==> config.mk <==
export PLATFORM = sky130hd
export DESIGN_NAME = cascade_timer
export DESIGN_NICKNAME = d
export VERILOG_FILES = /design/src/rtl/cascade_timer_pkg.sv /design/src/rtl/tick_prescaler.sv /design/src/rtl/wave_channel.sv /design/src/rtl/chain_channel.sv /design/src/rtl/cascade_timer.sv
export SDC_FILE = /design/constraint.sdc
export NUM_CORES = 1
export LEC_CHECK = 0
export BUFFER_PORTS_ARGS = -buffer_cell sky130_fd_sc_hd__buf_2
export CAP_MARGIN = 40
export CORE_MARGIN = 2
export CORE_UTILIZATION = 53
export DETAILED_ROUTE_END_ITERATION = 10
export GPL_TIMING_DRIVEN = 0
export HOLD_SLACK_MARGIN = 0.08
export PLACE_DENSITY = 0.75
export SETUP_SLACK_MARGIN = 0.3
export SLEW_MARGIN = 20
export SYNTH_ARGS = -nofsm -noshare
export SYNTH_HDL_FRONTEND = slang
export SYNTH_SLANG_ARGS = --single-unit
export TNS_END_PERCENT = 50
==> constraint.sdc <==
create_clock -name clk -period 2.6 [get_ports clk]
set_clock_uncertainty 0.1 [all_clocks]
set_input_delay 0.26 -clock clk [delete_from_list [all_inputs] [get_ports clk]]
set_output_delay 0.26 -clock clk [all_outputs]
set_load 0.01 [all_outputs]
==> src/rtl/cascade_timer_pkg.sv <==
package cascade_timer_pkg;

  // Prescaler option k divides the master clock by 2**div_log2(k).
  function automatic int div_log2(input int idx);
    return 2 * idx + 1;
  endfunction

  typedef enum logic {
    CMP_SLOT_SET = 1'b0,
    CMP_SLOT_CLR = 1'b1
  } cmp_slot_e;

  localparam int NUM_CHANNELS = 2;
  localparam int CH_LO        = 0;
  localparam int CH_HI        = 1;

endpackage

==> src/rtl/tick_prescaler.sv <==
module tick_prescaler
  import cascade_timer_pkg::*;
#(
  parameter int DIV_OPTS = 4,
  parameter int SEL_W    = 3
) (
  input  logic             clk,
  input  logic             rst,
  input  logic             clr,
  input  logic [SEL_W-1:0] div_sel,
  input  logic             slow_tick,
  output logic             tick
);

  localparam int PRE_W = div_log2(DIV_OPTS - 1);

  logic [PRE_W-1:0]    pre_cnt;
  logic [DIV_OPTS-1:0] opt_tick;

  always_ff @(posedge clk) begin
    if (rst || clr) pre_cnt <= '0;
    else            pre_cnt <= pre_cnt + 1'b1;
  end

  // One tick per 2**LG clocks: the low LG bits all ones.
  for (genvar g = 0; g < DIV_OPTS; g++) begin : g_opt
    localparam int LG = div_log2(g);
    assign opt_tick[g] = &pre_cnt[LG-1:0];
  end

  always_comb begin
    tick = 1'b0;
    for (int k = 0; k < DIV_OPTS; k++) begin
      if (div_sel == SEL_W'(k)) tick = opt_tick[k];
    end
    if (div_sel == SEL_W'(DIV_OPTS)) tick = slow_tick;
  end

endmodule

==> src/rtl/wave_channel.sv <==
module wave_channel
  import cascade_timer_pkg::*;
#(
  parameter int               CNT_W  = 16,
  parameter logic [CNT_W-1:0] SET_INIT = '0,
  parameter logic [CNT_W-1:0] CLR_INIT = '0
) (
  input  logic             clk,
  input  logic             rst,
  input  logic             sync,
  input  logic             en,
  input  logic             tick,
  input  logic             cmp_wr,
  input  cmp_slot_e        cmp_slot,
  input  logic [CNT_W-1:0] cmp_wdata,
  output logic [CNT_W-1:0] cnt,
  output logic [CNT_W-1:0] cmp_set,
  output logic             wave
);

  logic [CNT_W-1:0] cmp_clr;
  logic [CNT_W-1:0] cnt_nxt;

  assign cnt_nxt = cnt + 1'b1;

  always_ff @(posedge clk) begin
    if (rst) begin
      cmp_set <= SET_INIT;
      cmp_clr <= CLR_INIT;
    end else if (cmp_wr) begin
      if (cmp_slot == CMP_SLOT_CLR) cmp_clr <= cmp_wdata;
      else                          cmp_set <= cmp_wdata;
    end
  end

  // Compare events fire on the counting step that reaches the value.
  always_ff @(posedge clk) begin
    if (rst || sync) begin
      cnt  <= '0;
      wave <= 1'b0;
    end else if (en && tick) begin
      cnt <= cnt_nxt;
      if (cnt_nxt == cmp_set)      wave <= 1'b1;
      else if (cnt_nxt == cmp_clr) wave <= 1'b0;
    end
  end

endmodule

==> src/rtl/chain_channel.sv <==
module chain_channel #(
  parameter int CNT_W = 16
) (
  input  logic             clk,
  input  logic             rst,
  input  logic             sync,
  input  logic             en,
  input  logic             src_clk,
  output logic [CNT_W-1:0] cnt
);

  logic src_q;
  logic src_rise;

  assign src_rise = src_clk && !src_q;

  always_ff @(posedge clk) begin
    if (rst || sync) begin
      src_q <= 1'b0;
      cnt   <= '0;
    end else begin
      src_q <= src_clk;
      if (en && src_rise) cnt <= cnt + 1'b1;
    end
  end

endmodule

==> src/rtl/cascade_timer.sv <==
module cascade_timer
  import cascade_timer_pkg::*;
#(
  parameter int CNT_W    = 16,
  parameter int DIV_OPTS = 4,
  parameter int SEL_W    = 3
) (
  input  logic                    clk,
  input  logic                    rst,
  input  logic [SEL_W-1:0]        div_sel,
  input  logic                    slow_tick,
  input  logic [NUM_CHANNELS-1:0] en_set,
  input  logic [NUM_CHANNELS-1:0] en_clr,
  input  logic                    sync,
  input  logic                    cmp_wr,
  input  logic                    cmp_slot,
  input  logic [CNT_W-1:0]        cmp_wdata,
  input  logic                    rd_en,
  input  logic                    rd_hi,
  output logic [CNT_W-1:0]        rd_data,
  output logic                    rd_valid,
  output logic                    wave_o
);

  localparam logic [CNT_W-1:0] SET_INIT = '0;
  localparam logic [CNT_W-1:0] CLR_INIT = CNT_W'(1) << (CNT_W - 1);

  logic [NUM_CHANNELS-1:0] chan_en;
  logic                    tick;
  logic [CNT_W-1:0]        lo_cnt;
  logic [CNT_W-1:0]        hi_cnt;
  logic [CNT_W-1:0]        cmp_set;
  logic                    wave;

  // Disable wins over enable for the same channel.
  always_ff @(posedge clk) begin
    if (rst) chan_en <= '0;
    else     chan_en <= (chan_en | en_set) & ~en_clr;
  end

  tick_prescaler #(
    .DIV_OPTS (DIV_OPTS),
    .SEL_W    (SEL_W)
  ) u_pre (
    .clk       (clk),
    .rst       (rst),
    .clr       (sync),
    .div_sel   (div_sel),
    .slow_tick (slow_tick),
    .tick      (tick)
  );

  wave_channel #(
    .CNT_W    (CNT_W),
    .SET_INIT (SET_INIT),
    .CLR_INIT (CLR_INIT)
  ) u_lo (
    .clk       (clk),
    .rst       (rst),
    .sync      (sync),
    .en        (chan_en[CH_LO]),
    .tick      (tick),
    .cmp_wr    (cmp_wr),
    .cmp_slot  (cmp_slot_e'(cmp_slot)),
    .cmp_wdata (cmp_wdata),
    .cnt       (lo_cnt),
    .cmp_set   (cmp_set),
    .wave      (wave)
  );

  chain_channel #(
    .CNT_W (CNT_W)
  ) u_hi (
    .clk     (clk),
    .rst     (rst),
    .sync    (sync),
    .en      (chan_en[CH_HI]),
    .src_clk (wave),
    .cnt     (hi_cnt)
  );

  assign wave_o = wave;

  always_ff @(posedge clk) begin
    if (rst) begin
      rd_valid <= 1'b0;
      rd_data  <= '0;
    end else begin
      rd_valid <= rd_en;
      if (rd_en) rd_data <= rd_hi ? hi_cnt : lo_cnt;
    end
  end

endmodule

Word level (Yosys, flattened, before mapping). Index checks and enable logic that the tools add are counted.

Input bits: 31. Flip-flop bits (word level): 92. Output and inout bits: 18.

Mux-type cells: 8. Eq/ne operators: 6. Reductions and logical operators: 13. Add/subtract/negate cells: 3. Bitwise operators: 4.

Operators with widths (count): adder 16 x 1 -> 16 bit (second input constant) (2); == test 16 bit (2); 2-to-1 mux 16 bit (1); adder 7 x 1 -> 7 bit (second input constant) (1); 2-to-1 mux 1 bit (7); AND reduction 7 bit (1); == test 3 x 2 -> 1 bit (second input constant) (2); AND reduction 2 bit (3); AND reduction 5 bit (1); == test 3 x 1 -> 1 bit (second input constant) (1); == test 3 bit (second input constant) (1); logical AND 1 bit (3); logical NOT 3 bit (1); AND reduction 3 bit (1); AND 2 bit (1); NOT 2 bit (1); bitwise OR 2 bit (1); nonzero test 2 bit (1); logical NOT 1 bit (1); logical OR 1 bit (1); NOT 1 bit (1).

Longest topological paths before layout. Gate-level depths: netlist (run 1).

Depth after elaboration: 8. Depth in mapped cells: 9. Mapped depth without buffers: 9.

Modules after synthesis. From an unflattened synthesis (run 1), not the netlist that was laid out.

Cell total of the unflattened synthesis: 529. Area total of the unflattened synthesis: 4625.7 um^2.

Modules (own cells, without submodules): wave_channel (times used 1, area each 2701.3 um^2, cells each 327); cascade_timer (times used 1, area each 803.3 um^2, cells each 80); chain_channel (times used 1, area each 787.0 um^2, cells each 85); tick_prescaler (times used 1, area each 334.1 um^2, cells each 37).

Least setup slack after synthesis (run 1). Ideal clock, no wire load.

Kind: reg2reg. Start: reg u_lo.cnt[1]. End: reg u_lo.wave. Arrival time: 2361 ps. Required time: 2443 ps. Stages on the path, launching flop included: 9. Setup slack: 82 ps. Path buffers: 0. Cell sequence: dfxtp_1 ha_1 nand3_2 nor4_1 xnor2_1 xnor2_1 or4_1 nor4_1 a21o_1.

Cells in the longest elaborated chain, start to end: 4. Elaborated cells on any way between the ends: 6. Those cells by class: add/sub (1); eq/ne (2); mux (1); reduce/logical (2).

Ends and longest elaborated chain: start, declared (line wave_channel.sv:16) `output logic [CNT_W-1:0] cnt,`; start signal, assigned (line wave_channel.sv:42) `cnt <= cnt_nxt;`; adder 16 x 1 -> 16 bit * (line wave_channel.sv:24) `assign cnt_nxt = cnt + 1'b1;`; == test 16 bit (on tied branches) (line wave_channel.sv:44, wave_channel.sv:43); nonzero test 2 bit (no source line); AND reduction 2 bit (no source line); end signal, assigned (line wave_channel.sv:40) `wave <= 1'b0;`; end signal, assigned (line wave_channel.sv:43) `if (cnt_nxt == cmp_set) wave <= 1'b1;`; end signal, assigned (line wave_channel.sv:44) `else if (cnt_nxt == cmp_clr) wave <= 1'b0;`; end, declared (line wave_channel.sv:18) `output logic wave`.

Every way passes the cells marked *; elsewhere a longest branch is shown, timed or not. A chain may end at the register's enable or synchronous reset.

Final worst setup path (run 1). Ends and elaborated chain as after synthesis.

==> flow_summary.toml, run 1 <==
[route]
drt_wl_total_um = 11000
via_per_inst = 5.32
drt-initial-drc-count = 193
first_pass_iters = 5
vias = 3940
ant_nets = 0
drc = 0
wl_per_cell_um = 14.9

[floorplan]
rows = 33
initial_utilization = 0.541
ios = 49
die_y_um = 94.9
die_width_um = 94.9
core_um2 = 8090
die_area_um2 = 9010

[placement]
placed_area_um2 = 4760
gp_congestion = 0.929
dpl.hpwl_um = 7350
io_buffers = 45

[global_routing]
grt.total_usage = 0.242
grt_pass1_wl_um = 17000
grt_pass1_vias = 3704
grt-ovfl-total = 0
antenna_found_initial = 0
grt_max_degree = 17

[layout]
multi_input_area_um2 = 2580
fill_cells = 639
antennaDiodeCount = 0
finalNetCount = 667
post-route-util = 0.692
drive_gt1_frac = 0.217
seq_area_um2 = 1850
final_area_um2 = 5600
final_cell_mix = "nand2_1, dfxtp_1, nor2_1, buf_2, xnor2_1"
area.growth.synth_to_final_pct = 28.0
final_common_cell = "nand2_1"

[cts]
cts.sinks = 92
tritoncts = "yes"
clk_latency_ns = 0.36
clkTransAtPathRegs_ns = 0.09
root_buffer = "clkbuf_8"
clk_path_buf_depth = 2
cts_buffers = 9
h-tree-depth = 3

[worst_setup_path]
worstPathCellList = "buf_4 > nand4_4 > buf_4 > nor2_4 > xnor2_1 > nand4_1 > or4_4 > nor4_4 > a21o_1"
path_common_cell = "buf_4"
slowest_delay_ns = 0.54
r2r-start = "u_lo.cnt[1]"
ff2ff_path_depth = 9
crit_type = "flop to flop"
arrival_ns = 2.48
endpoint_kind = "flop"
crit_family = "simple AND/OR/NAND/NOR gates"
crit_fanout = 5
r2r-end = "u_lo.wave"
crit_slowest_cell = "or4_4"
r2r_slack_ns = 0.33
required_ns = 2.80
startpoint_type = "flop"
cp_num_buf_inv = 2

[power_and_ir_drop]
p_leak_uw = 0.00221
power_density_nw_per_um2 = 477
p_seq_frac = 0.550
netSwitchingPower_uw = 674
clkPwrFrac = 0.360
combPwrFrac = 0.089
power_uw = 2680
power.internal_uw = 2000
switching_share = 0.252
peakVddDrop_mv = 0.413

[timing]
tightestPinTransition_ns = 0.679
drv_slew = 0
setup_violations = 0
timing.final.crit_share = 0.874
finalCriticalPeriod_ns = 2.27
timing.fmax_mhz = 440
rsz0062_at_grt = "yes"
holdWs_ns = 0.154
hold_viol_final = 0
slew_headroom = 0.548

[synth]
synth_seq_cells = 92
synth_area_leader_cell = "dfxtp_1"
syn_area_um2 = 4380
syn_inst = 526
yosysTopAreaCellShare = 0.421
async_reset_ff_frac = 0
ys_seq_area_frac = 0.421
synth.net_count = 562
syn_area_per_cell_um2 = 8.33
synth-main-ff-cell = "dfxtp_1"
yosys_warnings = 0
synth_edf_count = 0
synth_area_leaders = "dfxtp_1, xnor2_1, nand2_1, xor2_1, nor2_1"
synth_cell_types = 43

[hold_path]
hold_class = "input port to flop"
holdPathStages = 3
worstHoldEndpoint = "rd_data[0]"
min-delay-start = "rd_en"

[status]
status = "completed"

[job]
maxCapViolCount = 0
## how the worst max path moves through the flow
stage	start	to	slack, ns	depth (start not counted)
after global routing	u_lo.cnt[1]	u_lo.wave	0.19	8
after global placement	u_pre.pre_cnt[0]	u_lo.wave	-0.11	9
final	u_lo.cnt[1]	u_lo.wave	0.33	9
after CTS	u_lo.cnt[1]	u_lo.wave	0.28	8
after detailed placement	u_pre.pre_cnt[0]	u_lo.wave	-0.12	9
after floorplan	u_lo.cnt[1]	u_lo.wave	0.36	8
## cells by family after synthesis
group / synth area share
and+or+nand+nor: 0.243
DFF: 0.421
xor gates and xnor gates: 0.148
AOI/OAI and AO/OA: 0.0920
buffers and inverters: 0.0386
muxes: 0.0437
adders and majority gates: 0.0143
## flip-flops by register name, summed over array words and instances (netlist names)
register / flops
rd_data: 16
u_hi.cnt: 16
u_lo.cmp_clr: 16
u_lo.cmp_set: 16
u_lo.cnt: 16
u_pre.pre_cnt: 7
chan_en: 2
rd_valid: 1
u_hi.src_q: 1
u_lo.wave: 1
## Yosys cell counts (all sizes together), types with 8 or more instances
master  count
xnor2      45
and3        9
nor3        8
a211oi     16
nor2       64
o21ai       8
dfxtp      92
xor2       29
nand4      12
nand2      89
buf         8
clkbuf     27
nand3      15
nor4        8
a21oi      38
mux2i      18
## worst min-delay path: stages
cell	delay [ns]
clkbuf_1	0.14
nor2_1	0.12
a211oi_1	0.05
## timing repair
action | in CTS | in global routing
resized for setup | 29 | 35
cloned | 0 | 0
setup endpoints to repair | 13 | 10
pin swaps | 9 | 13
endpoints found under the hold margin | 34 | 0
hold buffers | 20 | 0
buffers inserted | 17 | 12
## metal layers
metal | GRT usage | vias to the layer above | share of wire
met5 | 0 | - | 0
met1 | 0.299 | 1843 | 0.45
met4 | 0.0942 | 0 | 0.025
met3 | 0.0543 | 21 | 0.037
met2 | 0.410 | 98 | 0.49
li1 | - | 1978 | -
## power by group through the flow
stage	clock [uW]	combinational [uW]	sequential, uW
3_5_place_dp	0	206	1510
4_1_cts	982	236	1470
2_1_floorplan	0	129	1510
5_1_grt	1050	263	1480
3_3_place_gp	0	200	1500
6_report	964	239	1470
## final cells by class
| cell class | instances | share of cell area |
|---|---|---|
| Buffer | 35 | 0.0324 |
| Clock buffer | 9 | 0.0221 |
| Clock inverter | 6 | 0.0127 |
| Inverter | 6 | 0.00402 |
| Multi-Input combinational cell | 393 | 0.460 |
| Sequential cell | 92 | 0.331 |
| Tap cell | 105 | 0.0234 |
| Timing Repair Buffer | 94 | 0.115 |
## metrics by stage
stage,worst slack (ns),setup TNS (ns),std cells
global route,0.194,0,740
detailed placement,-0.117,-0.117,676
global placement,-0.114,-0.114,676
finish,0.326,0,740
floorplan,0.359,0,526
CTS,0.284,0,728
Note: power is estimated with default switching activity, not from simulation.
==> inputs of run 2 (changes only) <==
Settings changed: CORE_ASPECT_RATIO set to 1.1, PLACE_DENSITY 0.75 to 0.77.
==> run 2 against run 1 <==
Final area decreased by 4.8%. Global-route usage decreased by 1.4 points. Highest routed layer unchanged. Hold slack got worse by 0.024 ns. Flip-flop and latch count is the same. Clock power is 2% higher. First-iteration DRC count down 44%.
==> flow_summary.toml, run 2 (synthesis gave the netlist of run 1 again) <==
[status]
status = "completed"

[global_routing]
grt.total_usage = 0.228
grt_pass1_wl_um = 16500
grt-ovfl-total = 0
antenna_found_initial = 0
grt_pass1_vias = 3666
grt_max_degree = 17

[route]
first_pass_iters = 4
vias = 3761
ant_nets = 0
wl_per_cell_um = 13.6
drt_wl_total_um = 9830
drt-initial-drc-count = 109
via_per_inst = 5.20
drc = 0

[power_and_ir_drop]
switching_share = 0.252
p_seq_frac = 0.548
netSwitchingPower_uw = 678
clkPwrFrac = 0.365
p_leak_uw = 0.00207
peakVddDrop_mv = 0.378
power.internal_uw = 2010
power_density_nw_per_um2 = 503
combPwrFrac = 0.086

[timing]
rsz0062_at_grt = "yes"
timing.fmax_mhz = 423
setup_tns_ns = 0
drv_slew = 0
tightestPinTransition_ns = 0.680
timing.final.crit_share = 0.909
hold_viol_final = 0
finalCriticalPeriod_ns = 2.36
slew_headroom = 0.547
setup_violations = 0

[worst_setup_path]
required_ns = 2.81
endpoint_kind = "flop"
crit_type = "flop to flop"
crit_fanout = 4
arrival_ns = 2.57
startpoint_type = "flop"

[floorplan]
die_width_um = 90.7
initial_utilization = 0.550
core_um2 = 7960
ios = 49
die_y_um = 99.3
die_area_um2 = 9010
rows = 34

[job]
maxCapViolCount = 0

[cts]
cts_buffers = 9
root_buffer = "clkbuf_8"
h-tree-depth = 3
clk_latency_ns = 0.36
clkTransAtPathRegs_ns = 0.10
clk_path_buf_depth = 2
tritoncts = "yes"
cts.sinks = 92

[hold_path]
hold_class = "input port to flop"

[placement]
io_buffers = 45
gp_congestion = 0.942
dpl.hpwl_um = 7290

[layout]
finalNetCount = 646
antennaDiodeCount = 0
area.growth.synth_to_final_pct = 21.8
post-route-util = 0.671
drive_gt1_frac = 0.164
final_cell_mix = "nand2_1, dfxtp_1, nor2_1, buf_2, xnor2_1"
-- run 2: changes by cell type in the layout (fill, tap and decap cells not counted), sizes merged --
| cell | delta |
|---|---|
| buf | -24 |
| clkbuf | +4 |
| clkinv | +3 |
| clkinvlp | -2 |
| inv | -1 |
-- run 2: cell type report --
class	count	area (um^2)
inverter	6	22.5
clock inverter	6	73.8
tap	108	135
buffer	35	163
fill	662	2620
multi-input combinational	393	2480
sequential	92	1850
timing repair buffer	73	485
clock buffer	10	128
-- run 2: metal layers --
| metal | GRT usage | part of all wire | vias to the layer above |
|---|---|---|---|
| li1 | - | - | 1925 |
| met1 | 0.273 | 0.45 | 1726 |
| met2 | 0.398 | 0.47 | 87 |
| met3 | 0.0341 | 0.041 | 23 |
| met4 | 0.120 | 0.033 | 0 |
| met5 | 0 | 0 | - |
-- run 2: power by group through the flow --
stage	logic [uW]	clock network [uW]	registers, uW
floorplan	129	0	1510
global placement	199	0	1500
detailed placement	205	0	1510
CTS	232	999	1470
global route	259	1050	1480
finish	232	981	1470
-- run 2: repair_timing --
| item | in CTS | in global routing |
|---|---|---|
| setup buffers | 6 | 2 |
| pin swaps | 8 | 6 |
| endpoints found under the hold margin | 34 | 0 |
| gates resized for setup | 18 | 10 |
| hold buffers | 20 | 0 |
| endpoints found under the setup margin | 13 | 16 |
-- run 2: worst paths after layout --
check / endpoint / start / slack, ns / depth (start not counted)
worst min-delay path: rd_valid / rst / 0.13 / 2
worst max register to register: u_lo.wave / u_pre.pre_cnt[0] / 0.24 / 9
worst max-delay path: u_lo.wave / u_pre.pre_cnt[0] / 0.24 / 9
worst min register to register: u_pre.pre_cnt[0] / u_pre.pre_cnt[0] / 0.35 / 1
-- run 2: worst max-delay path, cell delays in order, from the launching register on --
cell      delay [ns]
dfxtp_2         0.37
ha_1            0.18
and3_4          0.21
ha_1            0.17
a221oi_2        0.08
o21ai_2         0.25
nand4_1         0.22
or4_4           0.49
nor4_4          0.15
a21o_1          0.10
-- run 2: through the flow --
stage	worst slack [ns]	std cells	cell area [um^2]	hold WS [ns]	total power, uW
3_3_place_gp	-0.234	679	4760	0.324	1700
3_5_place_dp	-0.259	679	4760	0.331	1710
2_1_floorplan	0.359	526	4400	0.239	1640
4_1_cts	0.244	721	5280	0.127	2700
6_report	0.236	723	5340	0.130	2690
5_1_grt	0.123	723	5340	0.171	2780
